===== config.mk =====
export PLATFORM = sky130hd
export DESIGN_NAME = traffic_seq_top
export DESIGN_NICKNAME = d
export VERILOG_FILES = /design/src/rtl/traffic_seq_pkg.sv /design/src/rtl/step_divider.sv /design/src/rtl/cycle_timer.sv /design/src/rtl/light_fsm.sv /design/src/rtl/traffic_seq_top.sv
export SDC_FILE = /design/constraint.sdc
export NUM_CORES = 1
export LEC_CHECK = 0
export CAP_MARGIN = 20
export CORE_UTILIZATION = 52
export CTS_CLUSTER_SIZE = 16
export DETAILED_ROUTE_END_ITERATION = 10
export DONT_BUFFER_PORTS = 1
export PLACE_DENSITY = 0.79
export SETUP_SLACK_MARGIN = 0.2
export SLEW_MARGIN = 20
export SYNTH_ARGS = -nofsm -noshare
export SYNTH_HDL_FRONTEND = slang
export SYNTH_SLANG_ARGS = --single-unit

===== constraint.sdc =====
create_clock -name clk -period 1.54 [get_ports clk]
set_input_delay 0.154 -clock clk [delete_from_list [all_inputs] [get_ports clk]]
set_output_delay 0.154 -clock clk [all_outputs]
set_load 0.01 [all_outputs]

===== src/rtl/traffic_seq_pkg.sv =====
package traffic_seq_pkg;

   typedef enum logic [1:0] {
      PH_EW_GO   = 2'b00,
      PH_EW_WARN = 2'b01,
      PH_NS_GO   = 2'b10,
      PH_NS_WARN = 2'b11
   } phase_e;

   localparam int LAMP_W = 6;

   // bit order: ns red, ns yellow, ns green, ew red, ew yellow, ew green; 0 = lit
   function automatic logic [LAMP_W-1:0] lamp_code(input phase_e ph);
      logic [LAMP_W-1:0] code;
      case (ph)
         PH_EW_GO:   code = 6'b011110;
         PH_EW_WARN: code = 6'b011101;
         PH_NS_GO:   code = 6'b110011;
         PH_NS_WARN: code = 6'b101011;
         default:    code = 6'b011110;
      endcase
      return code;
   endfunction

endpackage


===== src/rtl/step_divider.sv =====
module step_divider #(
   parameter int DIV_RATIO = 4
) (
   input  logic clk,
   input  logic rst,
   output logic step
);
   localparam int CW = (DIV_RATIO > 1) ? $clog2(DIV_RATIO) : 1;
   localparam logic [CW-1:0] LAST = CW'(DIV_RATIO - 1);

   logic [CW-1:0] cnt;

   generate
      if (DIV_RATIO < 1) begin : g_bad_ratio
         $error("step_divider: DIV_RATIO must be at least 1");
      end
   endgenerate

   always_ff @(posedge clk) begin
      if (rst)              cnt <= '0;
      else if (cnt == LAST) cnt <= '0;
      else                  cnt <= cnt + 1'b1;
   end

   assign step = (cnt == LAST);

   generate
      if (DIV_RATIO > 1) begin : g_step_gap
         // enables are separated by idle clocks
         a_r2_step_gap: assert property (@(posedge clk) disable iff (rst)
            step |=> !step);
      end
   endgenerate

endmodule


===== src/rtl/cycle_timer.sv =====
module cycle_timer #(
   parameter int TIMER_MOD = 5
) (
   input  logic clk,
   input  logic rst,
   input  logic step,
   output logic advance
);
   localparam int TW = (TIMER_MOD > 1) ? $clog2(TIMER_MOD) : 1;
   localparam logic [TW-1:0] LAST = TW'(TIMER_MOD - 1);

   logic [TW-1:0] cnt;

   generate
      if (TIMER_MOD < 2) begin : g_bad_mod
         $error("cycle_timer: TIMER_MOD must be at least 2");
      end
   endgenerate

   always_ff @(posedge clk) begin
      if (rst) begin
         cnt <= '0;
      end else if (step) begin
         if (cnt == LAST) cnt <= '0;
         else             cnt <= cnt + 1'b1;
      end
   end

   assign advance = (cnt == LAST);

   // the terminal count lasts a single step
   a_r3_advance_single: assert property (@(posedge clk) disable iff (rst)
      (advance && step) |=> !advance);

endmodule


===== src/rtl/light_fsm.sv =====
module light_fsm
   import traffic_seq_pkg::*;
(
   input  logic              clk,
   input  logic              rst,
   input  logic              step,
   input  logic              advance,
   output logic [LAMP_W-1:0] lamps
);
   phase_e phase, phase_nx;

   always_comb begin
      phase_nx = phase;
      case (phase)
         PH_EW_GO:   if (advance) phase_nx = PH_EW_WARN;
         PH_EW_WARN: phase_nx = PH_NS_GO;
         PH_NS_GO:   if (advance) phase_nx = PH_NS_WARN;
         PH_NS_WARN: phase_nx = PH_EW_GO;
         default:    phase_nx = PH_EW_GO;
      endcase
   end

   always_ff @(posedge clk) begin
      if (rst) begin
         phase <= PH_EW_GO;
         lamps <= lamp_code(PH_EW_GO);
      end else if (step) begin
         phase <= phase_nx;
         lamps <= lamp_code(phase);
      end
   end

   // lamps only move on a step enable
   a_r2_lamps_hold: assert property (@(posedge clk) disable iff (rst)
      !step |=> $stable(lamps));

   // a yellow lamp is gone after the next step
   a_r6_yellow_one_step: assert property (@(posedge clk) disable iff (rst)
      (step && (!lamps[4] || !lamps[1])) |=> (lamps[4] && lamps[1]));

   // one lamp lit per road
   a_r10_one_lamp_per_road: assert property (@(posedge clk) disable iff (rst)
      ($countones(lamps[5:3]) == 2) && ($countones(lamps[2:0]) == 2));

   // at least one road is held at red
   a_r10_one_road_red: assert property (@(posedge clk) disable iff (rst)
      !lamps[5] || !lamps[2]);

endmodule


===== src/rtl/traffic_seq_top.sv =====
module traffic_seq_top
   import traffic_seq_pkg::*;
#(
   parameter int DIV_RATIO    = 4,
   parameter int TIMER_MOD    = 5,
   parameter bit HAS_OVERRIDE = 1'b1
) (
   input  logic clk,
   input  logic rst,
   input  logic ovr_en,
   input  logic ovr_val,
   output logic ns_red_n,
   output logic ns_yel_n,
   output logic ns_grn_n,
   output logic ew_red_n,
   output logic ew_yel_n,
   output logic ew_grn_n
);
   logic              step;
   logic              timer_adv;
   logic              adv_sel;
   logic [LAMP_W-1:0] lamps;

   step_divider #(.DIV_RATIO(DIV_RATIO)) u_div (
      .clk  (clk),
      .rst  (rst),
      .step (step)
   );

   cycle_timer #(.TIMER_MOD(TIMER_MOD)) u_timer (
      .clk     (clk),
      .rst     (rst),
      .step    (step),
      .advance (timer_adv)
   );

   generate
      if (HAS_OVERRIDE) begin : g_ovr
         assign adv_sel = ovr_en ? ovr_val : timer_adv;
      end else begin : g_no_ovr
         logic unused_ovr;
         assign unused_ovr = ovr_en ^ ovr_val;
         assign adv_sel    = timer_adv;
      end
   endgenerate

   light_fsm u_fsm (
      .clk     (clk),
      .rst     (rst),
      .step    (step),
      .advance (adv_sel),
      .lamps   (lamps)
   );

   assign {ns_red_n, ns_yel_n, ns_grn_n, ew_red_n, ew_yel_n, ew_grn_n} = lamps;

endmodule


==> results.json, run 1 <==
{
  "rows": 12,
  "path_cells": "inv_1 > ha_1 > a2bb2oi_2 > a21boi_2 > mux2i_1",
  "vias": 470,
  "power_density_nw_per_um2": 815.6,
  "clock_sinks": 13,
  "drc": 0,
  "die_area_um2": 1504,
  "cp_data_arrival_time_ps": 1460,
  "cts_buffers": 3,
  "nets": 90,
  "grt-ovfl-total": 0,
  "vdd_drop_max_uv": 533.5,
  "regArea_um2": 265.3,
  "grt_pass1_vias": 410,
  "root_buffer": "clkbuf_4",
  "fillCellCount": 98,
  "fmax_mhz": 796.8,
  "power_frac_seq_pct": 56.8,
  "port_buffers": 0,
  "antenna_found_initial": 0,
  "dp_cells": 81,
  "cp_top_family": "flip-flops",
  "die_x_um": 38.78,
  "avgSynthCellArea_um2": 10.34,
  "final_cell_mix": "11 x dfxtp_1, 9 x ha_1, 8 x nand2b_1",
  "grt_usage_pct": 17.43,
  "core_area_um2": 1186,
  "cts_tree": "done",
  "skew_ps": 6.279,
  "drv_cap": 0,
  "boundaryPins": 10,
  "synth_nets": 83,
  "drv_slew": 0,
  "fin_setup_tns_ps": 0,
  "maxSlewHeadroom_pct": 72.59,
  "pre_cts_ws_ps": 116.4,
  "wl_um": 1034,
  "ys_types": 24,
  "die_h_um": 38.78,
  "fin_crit_sh_pct": 81.49,
  "layout-drive-gt1-share_pct": 24.32,
  "cts_buffer_depth": 2,
  "stdcell_count": 88,
  "startpoint": "u_fsm.phase[1]",
  "initial_core_util_pct": 59.28,
  "worstSkewPairLatency_ps": 280,
  "antenna_cells": 0,
  "synth_area_um2": 703.2,
  "finalHoldViolations": 0,
  "cp_max_fo": 6,
  "synth_seq_area_share_pct": 37.01,
  "final.setup.worst_slack_ps": 285.0,
  "grt_pass1_wl_um": 1718,
  "rsz0062_at_grt": "yes",
  "p_int_uw": 480.4,
  "clkPwrFrac_pct": 33.2,
  "critical_path_buf_inv_count": 1,
  "clk_pin_slew_ps": 70,
  "yosys_warnings": 0,
  "p_leak_nw": 0.2879,
  "path_class": "reg -> reg",
  "cp.required_ps": 1740,
  "swShare_pct": 23.09,
  "worstMarginPinSlew_ps": 409.8,
  "synthesis.instances": 68,
  "start_kind": "flop",
  "setup_viol": 0,
  "crit-reg2reg-launch": "u_fsm.phase[1]",
  "slowest_stage": "dfxtp_2",
  "wl_per_cell_um": 11.75,
  "yosys_register_bits": 13,
  "grt_start_max_net_pins": 12,
  "avgViaCountPerCell": 5.341,
  "ant_nets": 0,
  "fin_crit_ps": 1255,
  "drt-pass1-iter-count": 2,
  "cp-end-kind": "flop",
  "status": "finished, final reports clean",
  "gp_congestion": 0.7863,
  "fin_area_um2": 765.7,
  "switchingPower_uw": 144.2,
  "area_growth_pct": 8.897,
  "max_stage_delay_ps": 390,
  "placedInstanceArea_um2": 704.4,
  "mostFrequentLayoutCell": "dfxtp_1",
  "first_iter_violations": 1,
  "hold_start": "rst",
  "h-tree-depth": 1,
  "combPwrFrac_pct": 10.0,
  "dp_hpwl_um": 757.3,
  "multi_input_area_um2": 401.6,
  "min_path_type": "in -> reg"
}
worst reg2reg max path, cell delays in order (launching register included):
cell       delay, ps
dfxtp_2          390
inv_1            100
ha_1             200
a2bb2oi_2        130
a21boi_2         170
mux2i_1          190
cell type report:
class,count,area share [%]
Timing Repair Buffer,5,5.229
Sequential cell,13,34.64
Tap cell,14,2.288
Inverter,4,1.961
Multi-Input combinational cell,48,52.45
Clock buffer,4,3.431
flip-flops by register name, summed over array words and instances, names as in the netlist:
name / count
u_timer.cnt: 3
u_fsm.lamps: 6
u_div.cnt: 2
u_fsm.phase: 2
cell families (layout without fill, tap and decap cells):
kind of cell,Yosys count,count (layout),share of synthesized area [%]
AND/OR/NAND/NOR,21,21,17.61
flip-flops,13,13,37.01
AO/OA/AOI/OAI,12,12,13.52
adder cells (fa/ha/maj),11,11,19.57
buffers and inverters,7,13,6.582
multiplexers,4,4,5.694
worst paths after layout:
kind / endpoint / slack (ps) / depth (start not counted)
setup / recovery: u_fsm.phase[1] / 290 / 5
hold / removal: u_fsm.phase[0] / 50 / 2
setup reg to reg: u_fsm.phase[1] / 290 / 5
hold reg to reg: u_div.cnt[0] / 450 / 1
layer usage:
metal	GRT usage (%)	routed length, um
met1	18.73	483
met2	28.33	467
met3	10.40	70
met4	5.172	12
met5	0	0
through the flow:
stage,util [%],hold slack (ps),power [mW]
floorplan,-,255.5,0.4167
global placement,59.39,218.9,0.4154
detailed placement,59.39,221.2,0.4174
CTS,62.87,42.09,0.6323
global route,64.56,50.07,0.6594
finish,64.56,50.86,0.6245
power by group through the flow:
stage	logic [mW]	clock network (mW)	registers (mW)
floorplan	0.0544	0	0.362
global placement	0.0519	0	0.363
detailed placement	0.0532	0	0.364
CTS	0.0596	0.218	0.355
global route	0.0688	0.233	0.358
finish	0.0623	0.207	0.355
Yosys cell counts:
cell / n / area (um2)
nor3_1: 1 / 5.000
nand3b_1: 2 / 15.01
inv_1: 4 / 15.01
a21oi_2: 1 / 8.760
buf_6: 1 / 11.26
nand2_1: 4 / 15.01
nor3b_1: 1 / 7.510
nor2_1: 3 / 11.26
buf_8: 1 / 15.01
nor2_2: 1 / 6.260
dfxtp_1: 13 / 260.3
a2bb2oi_2: 1 / 15.01
nand2b_1: 8 / 50.05
ha_1: 11 / 137.6
buf_2: 1 / 5.000
nand2b_4: 1 / 13.76
mux2i_1: 4 / 40.04
o21ai_2: 1 / 8.760
a211oi_2: 1 / 12.51
a21boi_2: 1 / 11.26
o22ai_1: 1 / 6.260
a21oi_1: 2 / 10.01
o21bai_1: 1 / 7.510
o21ai_0: 3 / 15.01
what timing repair did:
item,CTS,global route
resized for setup,3,2
gates cloned,0,0
hold buffers,1,0
setup endpoints to repair,2,4
pin swaps,0,1
hold endpoints to repair,11,0
setup buffers,0,2
Power figures use the tool's default switching activity.
==> run 2, diff against run 1 <==
==> constraint.sdc (replaced) <==
create_clock -name clk -period 1.28 [get_ports clk]
set_input_delay 0.128 -clock clk [delete_from_list [all_inputs] [get_ports clk]]
set_output_delay 0.128 -clock clk [all_outputs]
set_load 0.01 [all_outputs]
==> run 2 against run 1 <==
Core utilization rose by 8.2 points. Power rose by 23%. Hold slack got worse by 25 ps. Count of clock-buffer cells in the layout did not move. Sequential share of layout area fell by 3.0 points. Cell area rose by 13%. Critical endpoint unchanged.
==> results.json, run 2 (same netlist as run 1, synthesis figures left out) <==
{
  "stdcell_count": 92,
  "start_kind": "flop",
  "drt-pass1-iter-count": 4,
  "wl_um": 1160,
  "fin_crit_ps": 1186,
  "fin_setup_tns_ps": 0,
  "hold_depth": 2,
  "maxSlewHeadroom_pct": 69.82,
  "r2r-end": "u_fsm.phase[1]",
  "drv_cap": 0,
  "fin_crit_sh_pct": 92.68,
  "path_cells": "inv_6 > ha_4 > a2bb2oi_2 > a21boi_2 > mux2i_1",
  "skew_ps": 6.874,
  "initial_core_util_pct": 59.28,
  "gp_congestion": 0.7836,
  "wl_per_cell_um": 12.61,
  "drv_slew": 0,
  "fin_area_um2": 863.3,
  "dp_hpwl_um": 738.9,
  "placedInstanceArea_um2": 737.0,
  "cp.required_ps": 1480,
  "root_buffer": "clkbuf_4",
  "fillCellCount": 82,
  "cts_buffer_depth": 2,
  "vdd_drop_max_uv": 669.9,
  "grt_start_max_net_pins": 12,
  "rows": 12,
  "path_class": "reg -> reg",
  "boundaryPins": 10,
  "avgViaCountPerCell": 5.196,
  "status": "finished, final reports clean",
  "clock_sinks": 13,
  "cp_data_arrival_time_ps": 1380,
  "cts_tree": "done",
  "top_regs": "u_fsm.lamps: 6 flops, u_timer.cnt: 3 flops",
  "grt_pass1_vias": 410,
  "nets": 94,
  "largest_register_ffs": 6,
  "p_leak_nw": 0.3315,
  "die_area_um2": 1504,
  "r2r_slack_ps": 90,
  "largest_register": "u_fsm.lamps",
  "m1WireLength_um": 552,
  "hold_start": "rst",
  "worstSkewPairLatency_ps": 280,
  "ant_nets": 0,
  "antenna_found_initial": 0,
  "fin_util_pct": 72.78,
  "cp-end-kind": "flop",
  "setup_viol": 0,
  "top_layer": "met4",
  "antenna_cells": 0,
  "final.setup.worst_slack_ps": 93.74,
  "fmax_mhz": 843.0,
  "grt-ovfl-total": 0,
  "grt_pass1_wl_um": 1704,
  "wl_met2_um": 484,
  "final_cell_mix": "7 x nand2b_1, 7 x ha_1, 7 x buf_4, 7 x dfxtp_1",
  "vias": 478,
  "slowest_stage": "dfxtp_4",
  "min_path_type": "in -> reg",
  "core_area_um2": 1186,
  "r2r.worst_path.cells": 5,
  "die_x_um": 38.78,
  "finalHoldViolations": 0,
  "met3_length_um": 86,
  "grt_usage_pct": 18.97,
  "dp_cells": 82,
  "power_uw": 766.9,
  "worstMarginPinSlew_ps": 451.2,
  "whs_endpoint": "u_fsm.phase[1]",
  "pre_cts_ws_ps": 82.36,
  "cts_buffers": 3,
  "power_density_nw_per_um2": 888.3,
  "rsz0062_at_grt": "yes",
  "hold_ws_ps": 25.91,
  "area_growth_pct": 22.78,
  "first_iter_violations": 6,
  "cp_max_fo": 4,
  "port_buffers": 0,
  "crit-reg2reg-launch": "u_fsm.phase[0]",
  "max_stage_delay_ps": 370,
  "h-tree-depth": 1,
  "layout-drive-gt1-share_pct": 42.31,
  "die_h_um": 38.78,
  "clk_pin_slew_ps": 70,
  "drc": 0
}
-- run 2: cell type report --
type	instances	area [um2]	share of cell area, %
Tap cell	14	17.52	2.029
Multi-Input combinational cell	48	450.4	52.17
Inverter	4	22.52	2.609
Clock buffer	4	26.28	3.043
Timing Repair Buffer	9	73.82	8.551
Sequential cell	13	272.8	31.59
-- run 2: power breakdown --
part / total [mW] / internal (mW) / switching, mW
registers: 0.431 / 0.417 / 0.0139
logic: 0.0895 / 0.0495 / 0.0401
clock network: 0.246 / 0.121 / 0.125
-- run 2: critical path: cells and delay by family, from the launching register on --
family	cells	cell delay [ps]
mux	1	200
compound gates	2	340
fa+ha+maj	1	150
flops	1	370
buf+inv	1	50
-- run 2: worst max path at each step --
stage | start | slack [ps] | cells after the start | to
final | u_fsm.phase[0] | 90 | 5 | u_fsm.phase[1]
after global routing | u_timer.cnt[0] | 20 | 5 | u_fsm.phase[1]
after CTS | u_fsm.phase[0] | 90 | 5 | u_fsm.phase[0]
after detailed placement | u_fsm.phase[0] | 80 | 5 | u_fsm.phase[1]
after global placement | u_fsm.phase[0] | 100 | 5 | u_fsm.phase[1]
after floorplan | u_fsm.phase[0] | 150 | 5 | u_fsm.phase[0]
-- run 2: metal layers --
metal  track usage, %  vias up
li1                 -      245
met1            19.72      217
met2            25.42       12
met3            13.29        4
met4            15.52        0
met5                0        -
-- run 2: repair_timing --
action,CTS,global route
setup endpoints to repair,10,11
resized for setup,4,10
buffers inserted,4,1
hold buffers,1,0
hold endpoints to repair,11,0
pin swaps,2,4
